===== config.mk =====
export PLATFORM = sky130hd
export DESIGN_NAME = mtk_keystream_gen
export DESIGN_NICKNAME = d
export VERILOG_FILES = /design/src/rtl/mtk_pkg.sv /design/src/rtl/mtk_lfsr.sv /design/src/rtl/mtk_clock_vote.sv /design/src/rtl/mtk_sequencer.sv /design/src/rtl/mtk_keystream_gen.sv
export SDC_FILE = /design/constraint.sdc
export NUM_CORES = 1
export LEC_CHECK = 0
export ABC_AREA = 1
export BUFFER_PORTS_ARGS = -buffer_cell sky130_fd_sc_hd__buf_2
export CORE_MARGIN = 3
export CORE_UTILIZATION = 45
export DETAILED_ROUTE_END_ITERATION = 8
export GPL_ROUTABILITY_DRIVEN = 0
export HOLD_SLACK_MARGIN = 0.05
export PLACE_DENSITY = 0.67
export SYNTH_ARGS = -nofsm -noshare
export SYNTH_HDL_FRONTEND = slang
export SYNTH_SLANG_ARGS = --single-unit

===== constraint.sdc =====
create_clock -name clk -period 3.15 [get_ports clk]
set_clock_uncertainty 0.1 [all_clocks]
set_input_delay 0.4725 -clock clk [delete_from_list [all_inputs] [get_ports clk]]
set_output_delay 0.4725 -clock clk [all_outputs]
set_load 0.01 [all_outputs]

===== src/rtl/mtk_pkg.sv =====
package mtk_pkg;

  localparam int A_W = 19;
  localparam int B_W = 22;
  localparam int C_W = 23;

  localparam int A_FB0 = 18, A_FB1 = 17, A_FB2 = 16, A_FB3 = 13, A_CT = 9;
  localparam int B_FB0 = 21, B_FB1 = 20, B_FB2 = 16, B_FB3 = 12, B_CT = 11;
  localparam int C_FB0 = 22, C_FB1 = 21, C_FB2 = 18, C_FB3 = 17, C_CT = 11;

  typedef enum logic [2:0] {
    PH_IDLE,
    PH_MIX,
    PH_WARM_A,
    PH_OUT_A,
    PH_WARM_B,
    PH_OUT_B,
    PH_FIN
  } phase_t;

endpackage


===== src/rtl/mtk_lfsr.sv =====
module mtk_lfsr #(
  parameter int W   = 19,
  parameter int FB0 = 18,
  parameter int FB1 = 17,
  parameter int FB2 = 16,
  parameter int FB3 = 13,
  parameter int CT  = 9
) (
  input  logic         clk,
  input  logic         rst,
  input  logic         load,
  input  logic [W-1:0] seed,
  input  logic         advance,
  input  logic         step,
  input  logic         inj,
  output logic         mid,
  output logic         nxt_top
);

  logic [W-1:0] s_q;
  logic [W-1:0] shifted;
  logic [W-1:0] nxt;
  logic         fb;

  always_comb begin
    fb      = s_q[FB0] ^ s_q[FB1] ^ s_q[FB2] ^ s_q[FB3];
    shifted = step ? {s_q[W-2:0], fb} : s_q;
    nxt     = shifted ^ {{(W-1){1'b0}}, inj};
  end

  always_ff @(posedge clk) begin
    if (rst) begin
      s_q <= '0;
    end else if (load) begin
      s_q <= seed;
    end else if (advance) begin
      s_q <= nxt;
    end
  end

  assign mid     = s_q[CT];
  assign nxt_top = nxt[W-1];

endmodule


===== src/rtl/mtk_clock_vote.sv =====
module mtk_clock_vote #(
  parameter int N = 3
) (
  input  logic [N-1:0] mid,
  output logic [N-1:0] step_en
);

  localparam int HALF = N / 2;
  localparam int CW   = $clog2(N + 1);

  logic [CW-1:0] ones;
  logic          ctl;

  always_comb begin
    ones = '0;
    for (int i = 0; i < N; i++) begin
      ones = ones + CW'(mid[i]);
    end
    ctl     = (ones <= CW'(HALF));
    step_en = {N{ctl}} ^ mid;
  end

endmodule


===== src/rtl/mtk_sequencer.sv =====
module mtk_sequencer
  import mtk_pkg::*;
#(
  parameter int MIX_LEN  = 22,
  parameter int WARM_LEN = 100,
  parameter int OUT_LEN  = 114
) (
  input  logic clk,
  input  logic rst,
  input  logic start,
  output logic load,
  output logic advance,
  output logic mixing,
  output logic emitting,
  output logic stream_sel,
  output logic finish,
  output logic active
);

  localparam int MAX_A = (MIX_LEN > WARM_LEN) ? MIX_LEN : WARM_LEN;
  localparam int MAX_L = (MAX_A > OUT_LEN) ? MAX_A : OUT_LEN;
  localparam int CNT_W = $clog2(MAX_L + 1);

  phase_t           ph_q;
  phase_t           ph_next;
  logic [CNT_W-1:0] cnt_q;
  logic [CNT_W-1:0] last;

  always_comb begin
    unique case (ph_q)
      PH_MIX:              last = CNT_W'(MIX_LEN - 1);
      PH_WARM_A, PH_WARM_B: last = CNT_W'(WARM_LEN - 1);
      default:             last = CNT_W'(OUT_LEN - 1);
    endcase
    unique case (ph_q)
      PH_MIX:    ph_next = PH_WARM_A;
      PH_WARM_A: ph_next = PH_OUT_A;
      PH_OUT_A:  ph_next = PH_WARM_B;
      PH_WARM_B: ph_next = PH_OUT_B;
      PH_OUT_B:  ph_next = PH_FIN;
      default:   ph_next = PH_IDLE;
    endcase
  end

  assign load       = start && (ph_q == PH_IDLE);
  assign advance    = (ph_q != PH_IDLE) && (ph_q != PH_FIN);
  assign mixing     = (ph_q == PH_MIX);
  assign emitting   = (ph_q == PH_OUT_A) || (ph_q == PH_OUT_B);
  assign stream_sel = (ph_q == PH_OUT_B);
  assign finish     = (ph_q == PH_FIN);
  assign active     = (ph_q != PH_IDLE);

  always_ff @(posedge clk) begin
    if (rst) begin
      ph_q  <= PH_IDLE;
      cnt_q <= '0;
    end else begin
      unique case (ph_q)
        PH_IDLE: begin
          if (start) begin
            ph_q  <= PH_MIX;
            cnt_q <= '0;
          end
        end
        PH_FIN: ph_q <= PH_IDLE;
        default: begin
          if (cnt_q == last) begin
            cnt_q <= '0;
            ph_q  <= ph_next;
          end else begin
            cnt_q <= cnt_q + 1'b1;
          end
        end
      endcase
    end
  end

endmodule


===== src/rtl/mtk_keystream_gen.sv =====
module mtk_keystream_gen
  import mtk_pkg::*;
#(
  parameter int FRAME_W  = 22,
  parameter int WARM_LEN = 100,
  parameter int OUT_LEN  = 114
) (
  input  logic                         clk,
  input  logic                         rst,
  input  logic                         start,
  input  logic [A_W+B_W+C_W-1:0]       key,
  input  logic [FRAME_W-1:0]           frame,
  output logic                         ks_bit,
  output logic                         ks_valid,
  output logic                         ks_stream,
  output logic                         done,
  output logic                         busy
);

  localparam int B_LSB = A_W;
  localparam int C_LSB = A_W + B_W;

  logic               load, advance, mixing, emitting, stream_sel, finish;
  logic [2:0]         mid;
  logic [2:0]         step_en;
  logic [2:0]         nxt_top;
  logic [FRAME_W-1:0] frame_q;
  logic               inj;

  mtk_sequencer #(
    .MIX_LEN (FRAME_W),
    .WARM_LEN(WARM_LEN),
    .OUT_LEN (OUT_LEN)
  ) seq_i (
    .clk       (clk),
    .rst       (rst),
    .start     (start),
    .load      (load),
    .advance   (advance),
    .mixing    (mixing),
    .emitting  (emitting),
    .stream_sel(stream_sel),
    .finish    (finish),
    .active    (busy)
  );

  mtk_clock_vote #(.N(3)) vote_i (
    .mid    (mid),
    .step_en(step_en)
  );

  assign inj = mixing & frame_q[0];

  mtk_lfsr #(.W(A_W), .FB0(A_FB0), .FB1(A_FB1), .FB2(A_FB2), .FB3(A_FB3), .CT(A_CT)) reg_a_i (
    .clk(clk), .rst(rst), .load(load), .seed(key[A_W-1:0]),
    .advance(advance), .step(step_en[0]), .inj(inj),
    .mid(mid[0]), .nxt_top(nxt_top[0])
  );

  mtk_lfsr #(.W(B_W), .FB0(B_FB0), .FB1(B_FB1), .FB2(B_FB2), .FB3(B_FB3), .CT(B_CT)) reg_b_i (
    .clk(clk), .rst(rst), .load(load), .seed(key[B_LSB+B_W-1:B_LSB]),
    .advance(advance), .step(step_en[1]), .inj(inj),
    .mid(mid[1]), .nxt_top(nxt_top[1])
  );

  mtk_lfsr #(.W(C_W), .FB0(C_FB0), .FB1(C_FB1), .FB2(C_FB2), .FB3(C_FB3), .CT(C_CT)) reg_c_i (
    .clk(clk), .rst(rst), .load(load), .seed(key[C_LSB+C_W-1:C_LSB]),
    .advance(advance), .step(step_en[2]), .inj(inj),
    .mid(mid[2]), .nxt_top(nxt_top[2])
  );

  always_ff @(posedge clk) begin
    if (rst) begin
      frame_q <= '0;
    end else if (load) begin
      frame_q <= frame;
    end else if (mixing) begin
      frame_q <= frame_q >> 1;
    end
  end

  always_ff @(posedge clk) begin
    if (rst) begin
      ks_bit    <= 1'b0;
      ks_valid  <= 1'b0;
      ks_stream <= 1'b0;
      done      <= 1'b0;
    end else begin
      ks_bit    <= emitting & (^nxt_top);
      ks_valid  <= emitting;
      ks_stream <= emitting & stream_sel;
      done      <= finish;
    end
  end

endmodule


==> impl_results.md, run 1 <==
- Outcome: finished, final reports clean
- Reg clk slew, reported paths: 0.09 ns
- Starting DRT DRC Count: 319
- Seq cells post-synth: 100
- Crit-path cells: ha_1 -> a21o_1 -> ha_1 -> inv_1 -> or2_2 -> nand3_1 -> nand3_1 -> nand2_1 -> a21oi_1
- Startpoint types: register
- Max stage delay on crit path: roughly 0.40 ns
- Area leader, netlist: dfxtp_1
- # rows: 37
- Htree depth: 3
- Clk sink count: 100
- Count leader, synth: nand2_1
- Clk buf depth: 2
- Routed Antenna Nets: 0
- Number of synthesized flops with an enable pin: 0
- Multi-input gate area: 0.00251 mm2
- Post-synthesis average cell area: 7.14 um2
- Initial antenna violation count: 0
- Commonest cells in the synthesized netlist: nand2_1, dfxtp_1, a31oi_1
- Area of the die: 0.0123 mm2
- Vias in the first global route: 4,389
- Number of placed I/O pins: 94
- CP max FO: 23
- Final HPWL DP: 7870 um
- Synth area leaders: dfxtp_1, nand2_1, a31oi_1, nand3_1, o21ai_1
- Synth warnings: 0
- Core area: 0.0105 mm2
- CP Capture Type: register
- Final setup fails: 0
- Final wirelength: between 10,000 and 15,000 um
- Share of layout cells above drive strength 1: 0.178
- Post-CTS Setup Inserts: 0
- Distinct cell type count after synthesis: 33
- Root Buffer: clkbuf_8
- Syn-to-layout area delta: 11.6%
- Pre-CTS setup slack: 0.699 ns
- Register Area: around 0.002 mm2
- P_leak: ~2.2 nW
- Wire per inst: 13.1 um
- Final Slew Violations: 0
- Setup Crit Path Kind: reg -> reg
- Ant diodes: 0
- Resized cells post-CTS: 0
- Synthesized instance count: about 690
- RSZ-0062 raised after global routing: no
- Clk Latency, worst-skew pair: about 0.36 ns
- CTS tree: built
- Initial Util: 0.470
- Syn nets: 786
- Num CTS Buffers: 9
- FFs w/ async S/R, synth: 0
- Global-route wire length before repair: 19,800 um
- Sequential area share after synthesis: 0.405
- Maximum vdd drop: 497 uV
- DR vias/cell: approximately 5.3
- CTS Hold Buffers Added: 0
- Req. time, crit path: 3.29 ns
- Total global routing overflow: 0
- Setup TNS Final: 0 ns
- F_max: 0.404 GHz
- Synth top area share: 0.405
- Max Cap Viol: 0
- Worst min-delay path class: in -> reg
- Slowest stage cell, crit path: ha_1
- Worst-margin pin slew: 0.833 ns
- Fin crit share: 0.786
- DIE HEIGHT: roughly 110 um
- Tmin final: about 2.5 ns
- Power Dens Cells: approximately 990 mW/mm2
- Largest net degree at the start of global routing: 84
- Final hold vios: 0
- Relative slew margins: 0.444
- Filler cells: between 1,000 and 1,500
- Drt drc: 0
- Top FF cell, synth: dfxtp_1
- Vias after detailed routing: about 4,800
- Global-route usage over all layers: 0.187
- Die W: 111 um
- Placed instance area: ~0.0054 mm2
- Final non-filler cell area: 0.00552 mm2
- Crit path DAT: 2.62 ns
- Nets: 850
- Mapped Area: 0.00494 mm2
- First-pass DRT Iterations: 4
- PortBufs: 93
- Worst Setup Slack, final: 0.675 ns
==> area by class of cell <==
type,instances,area share
clock buffer,11,0.0256
sequential,100,0.363
inverter,38,0.0263
clock inverter,3,0.00272
multi-input combinational,507,0.455
tap,136,0.0308
timing repair buffer,100,0.0962
==> flip-flops by register name (all words and copies together), names as in the netlist <==
signal and flops:
seq_i.ph_q 3, reg_c_i.s_q 23, ks_stream 1, done 1
frame_q 22, ks_bit 1, seq_i.cnt_q 7, reg_a_i.s_q 19
ks_valid 1, reg_b_i.s_q 22
==> critical path, delay by kind of cell, from the launching register on <==
| family | cells | cell delay (ns) |
|---|---|---|
| adders and majority gates | 2 | 0.69 |
| and+or+nand+nor | 4 | 0.61 |
| DFF | 1 | 0.34 |
| buffers and inverters | 1 | 0.34 |
| AOI/OAI and AO/OA | 2 | 0.27 |
==> worst paths after layout <==
kind / from / endpoint / slack, ns / depth (start not counted)
worst max-delay path: reg_a_i.s_q[9] / reg_c_i.s_q[0] / 0.67 / 9
worst min-delay path: frame[21] / frame_q[21] / 0.26 / 3
worst max register to register: reg_a_i.s_q[9] / reg_c_i.s_q[0] / 0.67 / 9
worst min register to register: frame_q[21] / frame_q[21] / 0.37 / 2
==> cells by family (layout without fill, tap and decap cells) <==
group / count (synthesis) / count (layout) / synth area share
AND/OR/NAND/NOR: 331 / 331 / 0.290
AO/OA/AOI/OAI: 166 / 166 / 0.197
flip-flops: 100 / 100 / 0.405
buffers and inverters: 85 / 152 / 0.0866
adder cells (fa/ha/maj): 5 / 5 / 0.0127
XOR/XNOR: 5 / 5 / 0.00886
==> per-stage QoR <==
| stage | util | hold WS, ns | std cells | total power [mW] |
|---|---|---|---|---|
| global route | 0.525 | 0.268 | 895 | 5.97 |
| floorplan | - | 0.340 | 692 | 4.39 |
| detailed placement | 0.510 | 0.361 | 881 | 4.77 |
| global placement | 0.510 | 0.351 | 881 | 4.68 |
| finish | 0.525 | 0.262 | 895 | 5.46 |
| CTS | 0.525 | 0.252 | 895 | 5.49 |
==> report_power, final <==
| group | switching (mW) | internal (mW) |
|---|---|---|
| combinational | 1.78 | 0.912 |
| clock | 0.418 | 0.297 |
| sequential | 0.320 | 1.74 |
| total | 2.52 | 2.94 |
==> cell usage in the layout, fill, tap and decap left out, types with 2 or more instances in the layout <==
| cell type | count |
|---|---|
| clkinv_2 | 3 |
| clkbuf_8 | 10 |
| nor2_4 | 3 |
| inv_2 | 4 |
| inv_1 | 32 |
| a221oi_1 | 3 |
| dfxtp_1 | 100 |
| o21ai_0 | 24 |
| a21oi_1 | 15 |
| ha_1 | 5 |
| buf_2 | 93 |
| xor2_1 | 3 |
| or2_2 | 3 |
| buf_4 | 6 |
| xnor2_1 | 2 |
| nand2_8 | 2 |
| o21ai_1 | 40 |
| nand3_1 | 78 |
| a31oi_1 | 79 |
| nand3_2 | 2 |
| nor3_1 | 2 |
| o21ai_2 | 2 |
| nand2_1 | 208 |
| nor2_1 | 29 |
| o21ai_4 | 2 |
==> metal layers <==
metal,track usage,vias up,wire length (um)
li1,-,2481,-
met1,0.236,2192,5500
met2,0.324,84,5610
met3,0.0475,11,543
met4,0.0394,0,108
met5,0,-,0
Power figures use the tool's default switching activity.
==> run 2, diff against run 1 <==
PLACE_DENSITY = 0.7   (was 0.67)
clock period = 2.25 ns   (was 3.15 ns; I/O delays follow)
==> impl_results.md, run 2 (synthesis results as in run 1) <==
- CTS tree: built
- PortBufs: 93
- Number of placed I/O pins: 94
- CP max FO: 5
- Htree depth: 3
- Register Area: 0.00200 mm2
- Relative slew margins: 0.613
- Reg clk slew, reported paths: about 0.11 ns
- Tmin final: around 2.2 ns
- Final setup fails: 0
- Largest net degree at the start of global routing: 64
- Vias in the first global route: approximately 4,500
- Final hold vios: 0
- Initial antenna violation count: 0
- CP Capture Type: register
- Worst min-delay path class: in -> reg
- Syn-to-layout area delta: 15.3%
- Final Slew Violations: 0
- Setup Crit Path Kind: reg -> reg
- Area of the die: 0.0123 mm2
- Share of layout cells above drive strength 1: 0.191
- Global-route wire length before repair: 20,400 um
- RSZ-0062 raised after global routing: yes
- Maximum vdd drop: 618 uV
- Power Dens Cells: 1460 mW/mm2
- Placed instance area: 0.00549 mm2
- Max Cap Viol: 0
- Commonest non-fill, non-tap cell in the layout: nand2_1
- Req. time, crit path: 2.41 ns
- Initial Util: 0.470
- Clk Latency, worst-skew pair: ~0.4 ns
- First-pass DRT Iterations: 5
- Final HPWL DP: 8140 um
- Final non-filler cell area: 0.00570 mm2
- Post-CTS Setup Inserts: 0
- Max FFs per register: 23
- Filler cells: 1,038
- Outcome: finished, final reports clean
- F_max: 0.454 GHz
- Drt drc: 0
- Ant diodes: 0
- Starting DRT DRC Count: between 400 and 500
- Fin crit share: 0.979
- DIE HEIGHT: 111 um
- Largest regs: reg_c_i.s_q x23, frame_q x22, reg_b_i.s_q x22
- Total global routing overflow: 0
- Biggest register: reg_c_i.s_q
- Commonest cells after routing, fill and taps aside: nand2_1, dfxtp_1, buf_2
- Worst-margin pin slew: 0.580 ns
- Routed Antenna Nets: 0
- Wire per inst: 13.4 um
- Core area: 0.0105 mm2
- Startpoint types: register
- Pwr Total: 8.32 mW
- Nets: between 800 and 900
- Global-route usage over all layers: 0.194
- Final wirelength: 12,100 um
- Root Buffer: clkbuf_8
- Die W: 111 um
- # rows: 37
- Crit path DAT: 2.37 ns
- Vias after detailed routing: 4,871
- Clk buf depth: 2
- Multi-input gate area: 0.00251 mm2
- P_leak: 2.33 nW
- Num CTS Buffers: 9
- DR vias/cell: between 5 and 6
- Clk sink count: 100
[run 2: cell types whose count changed in the layout (fill, tap and decap cells not counted)]
cell        before  now
buf_12           1    6
buf_4            6   10
bufinv_16        0    1
clkbuf_1         1    0
clkbuf_8        10    9
clkinv_2         3    0
clkinv_4         0    1
clkinvlp_4       0    2
inv_6            0    2
inv_8            0    1
o21ai_0         24   22
o21ai_1         40   42
[run 2: final timing paths]
check                       from        endpoint  slack (ns)  cells after the start
setup / recovery  reg_a_i.s_q[9]  reg_c_i.s_q[0]        0.05                      9
hold / removal         frame[21]     frame_q[21]         0.1                      3
setup reg to reg  reg_a_i.s_q[9]  reg_c_i.s_q[0]        0.05                      9
hold reg to reg      frame_q[21]     frame_q[21]        0.37                      2
[run 2: where the power goes]
group	switching (mW)	internal, mW
Sequential	0.447	2.43
Clock	0.695	0.532
Combinational	2.59	1.63
Total	3.74	4.58
[run 2: final cells by class]
class | instances | share of cell area
multi-input cells | 507 | 0.441
flip-flops and latches | 100 | 0.351
repair buffers | 109 | 0.116
well taps | 136 | 0.0299
inverters | 38 | 0.0255
clock buffers | 9 | 0.0217
clock inverters | 7 | 0.0145
[run 2: timing repair]
| action | in CTS | in global routing |
|---|---|---|
| resized for setup | 0 | 2 |
| hold buffers | 0 | 0 |
| endpoints found under the setup margin | 0 | 22 |
[run 2: metal layers]
metal  GRT usage  wire [um]  up-vias
met5           0          0        -
met4      0.0575        172        0
met3      0.0480        677       13
met2       0.324       5670      117
met1       0.248       5620     2242
li1            -          -     2499
[run 2: stage by stage]
stage	instances	hold slack [ns]	util	setup TNS (ns)	setup slack [ns]
after detailed placement	890	0.361	0.522	0	0.0835
after CTS	906	0.0906	0.542	0	0.0476
final	906	0.0964	0.542	0	0.0483
after global routing	906	0.0990	0.542	-0.553	-0.0653
after global placement	890	0.351	0.522	0	0.156
after floorplan	692	0.340	-	0	0.104
[run 2: critical path: stages (launching register included)]
cell,delay [ns]
dfxtp_1,0.35
ha_1,0.29
a21o_1,0.22
ha_1,0.41
inv_1,0.12
or2_2,0.29
nand3_1,0.09
nand3_1,0.07
nand2_1,0.07
a21oi_1,0.05
==> run 3, diff against run 2 <==
CORE_ASPECT_RATIO = 1.4   (was unset)
GPL_TIMING_DRIVEN = 0   (was unset)
==> impl_results.md, run 3 (synthesis results as in run 1) <==
- Crit path DAT: 2.25 ns
- Vias in the first global route: 4,806
- Vias after detailed routing: roughly 5,100
- Filler cells: 1,037
- Worst-margin pin slew: between 0.5 and 0.6 ns
- Relative slew margins: 0.641
- Clk buf depth: 2
- Clk Latency, worst-skew pair: 0.34 ns
- RSZ-0062 raised after global routing: no
- P_leak: 2.46 nW
- Crit-path leading delay family: adder cells
- Final Slew Violations: 0
- PortBufs: 93
- F_max: between 0.4 and 0.5 GHz
- Initial Util: 0.468
- Startpoint types: register
- Max stage delay on crit path: 0.35 ns
- Max FFs per register: 23
- Worst path bufs/invs: 0
- # rows: 44
- First-pass DRT Iterations: 5
- Root Buffer: clkbuf_16
- DR vias/cell: approximately 5.4
- Final HPWL DP: 9570 um
- Share of layout cells above drive strength 1: 0.215
- DIE HEIGHT: 130 um
- Placed instance area: 0.00558 mm2
- Commonest cells after routing, fill and taps aside: nand2_1, buf_2, dfxtp_1
- Fin crit share: 0.949
- Routed Antenna Nets: 0
- Final hold vios: 0
- Tmin final: 2.13 ns
- Max Cap Viol: 0
- Die W: 94.6 um
- CP max FO: 5
- Worst min-delay path class: in -> reg
- Final wirelength: around 13,000 um
- Area of the die: 0.0123 mm2
- Pwr Total: a little over 9 mW
- Drt drc: 0
- Maximum vdd drop: between 500 and 600 uV
- Global-route usage over all layers: 0.219
- CP Capture Type: register
- Syn-to-layout area delta: 21.0%
- Post-CTS Setup Inserts: 0
- Nets: 890
- Clk sink count: 100
- Num CTS Buffers: 9
- CTS tree: built
- Outcome: finished, final reports clean
- Core area: 0.0106 mm2
- Biggest register: reg_c_i.s_q
- Ant diodes: 0
- Commonest non-fill, non-tap cell in the layout: nand2_1
- Largest net degree at the start of global routing: 16
- Initial antenna violation count: 0
- Global-route wire length before repair: 21,700 um
- Util after Layout: 0.566
- Wire per inst: 14.0 um
- Setup Crit Path Kind: reg -> reg
- Crit-path cells: ha_1 -> a21o_2 -> ha_4 -> nand2_1 -> o21ai_2 -> xnor2_1 -> xor2_1 -> nor3_1
- Req. time, crit path: between 2 and 2.5 ns
- Power Dens Cells: 1530 mW/mm2
- Total global routing overflow: 0
- Largest regs: reg_c_i.s_q x23, frame_q x22, reg_b_i.s_q x22
- Reg clk slew, reported paths: 0.07 ns
- Final non-filler cell area: 0.00598 mm2
- Starting DRT DRC Count: 324
- Final setup fails: 0
- Number of placed I/O pins: between 90 and 100
- Slowest stage cell, crit path: dfxtp_2
- Htree depth: 3
[run 3: layout make-up]
| class | instances | area [um2] | share of cell area |
|---|---|---|---|
| repair buffers | 93 | 465 | 0.0779 |
| plain buffers | 47 | 289 | 0.0483 |
| well taps | 138 | 173 | 0.0289 |
| flip-flops and latches | 100 | 2000 | 0.335 |
| clock buffers | 11 | 243 | 0.0406 |
| multi-input cells | 507 | 2560 | 0.428 |
| inverters | 38 | 148 | 0.0247 |
| clock inverters | 4 | 97.6 | 0.0163 |
[run 3: where the power goes]
group          switching, mW  internal, mW
clock network          0.661          1.11
registers              0.468          2.44
logic                   2.76          1.68
total                   3.89          5.23
[run 3: final timing paths]
check | start | endpoint | slack (ns) | depth (start not counted)
worst max-delay path | reg_a_i.s_q[9] | ks_bit | 0.12 | 8
worst min-delay path | key[40] | reg_b_i.s_q[21] | 0.14 | 3
worst max register to register | reg_a_i.s_q[9] | ks_bit | 0.12 | 8
worst min register to register | frame_q[21] | frame_q[21] | 0.37 | 2
[run 3: through the flow]
step | worst slack [ns] | setup TNS (ns) | cells | hold WS (ns)
after floorplan | 0.104 | 0 | 692 | 0.340
after global placement | -0.140 | -0.868 | 923 | 0.349
after detailed placement | -0.144 | -1.25 | 923 | 0.355
after CTS | 0.00439 | 0 | 938 | 0.132
after global routing | 0.0322 | 0 | 938 | 0.140
final | 0.116 | 0 | 938 | 0.140
[run 3: repair_timing]
item	CTS	global route
hold buffers	0	0
pin swaps	0	0
gates resized for setup	9	11
endpoints found under the setup margin	33	21
endpoints found under the hold margin	0	0
[run 3: worst reg2reg max path: cells and delay by family (launching register included)]
kind	cells	cell delay (ns)
compound gates	2	0.37
xor+xnor	2	0.41
simple gates	2	0.16
flops	1	0.35
fa+ha+maj	2	0.63
[run 3: routing by layer]
metal  global-route usage  wire length (um)  share of wire  vias up
met1                0.261              5660           0.43     2363
met4               0.0943               244          0.019        0
met3               0.0329               672          0.051       18
met5                    0                 0              0        -
met2                0.388              6570           0.50      123
li1                     -                 -              -     2565
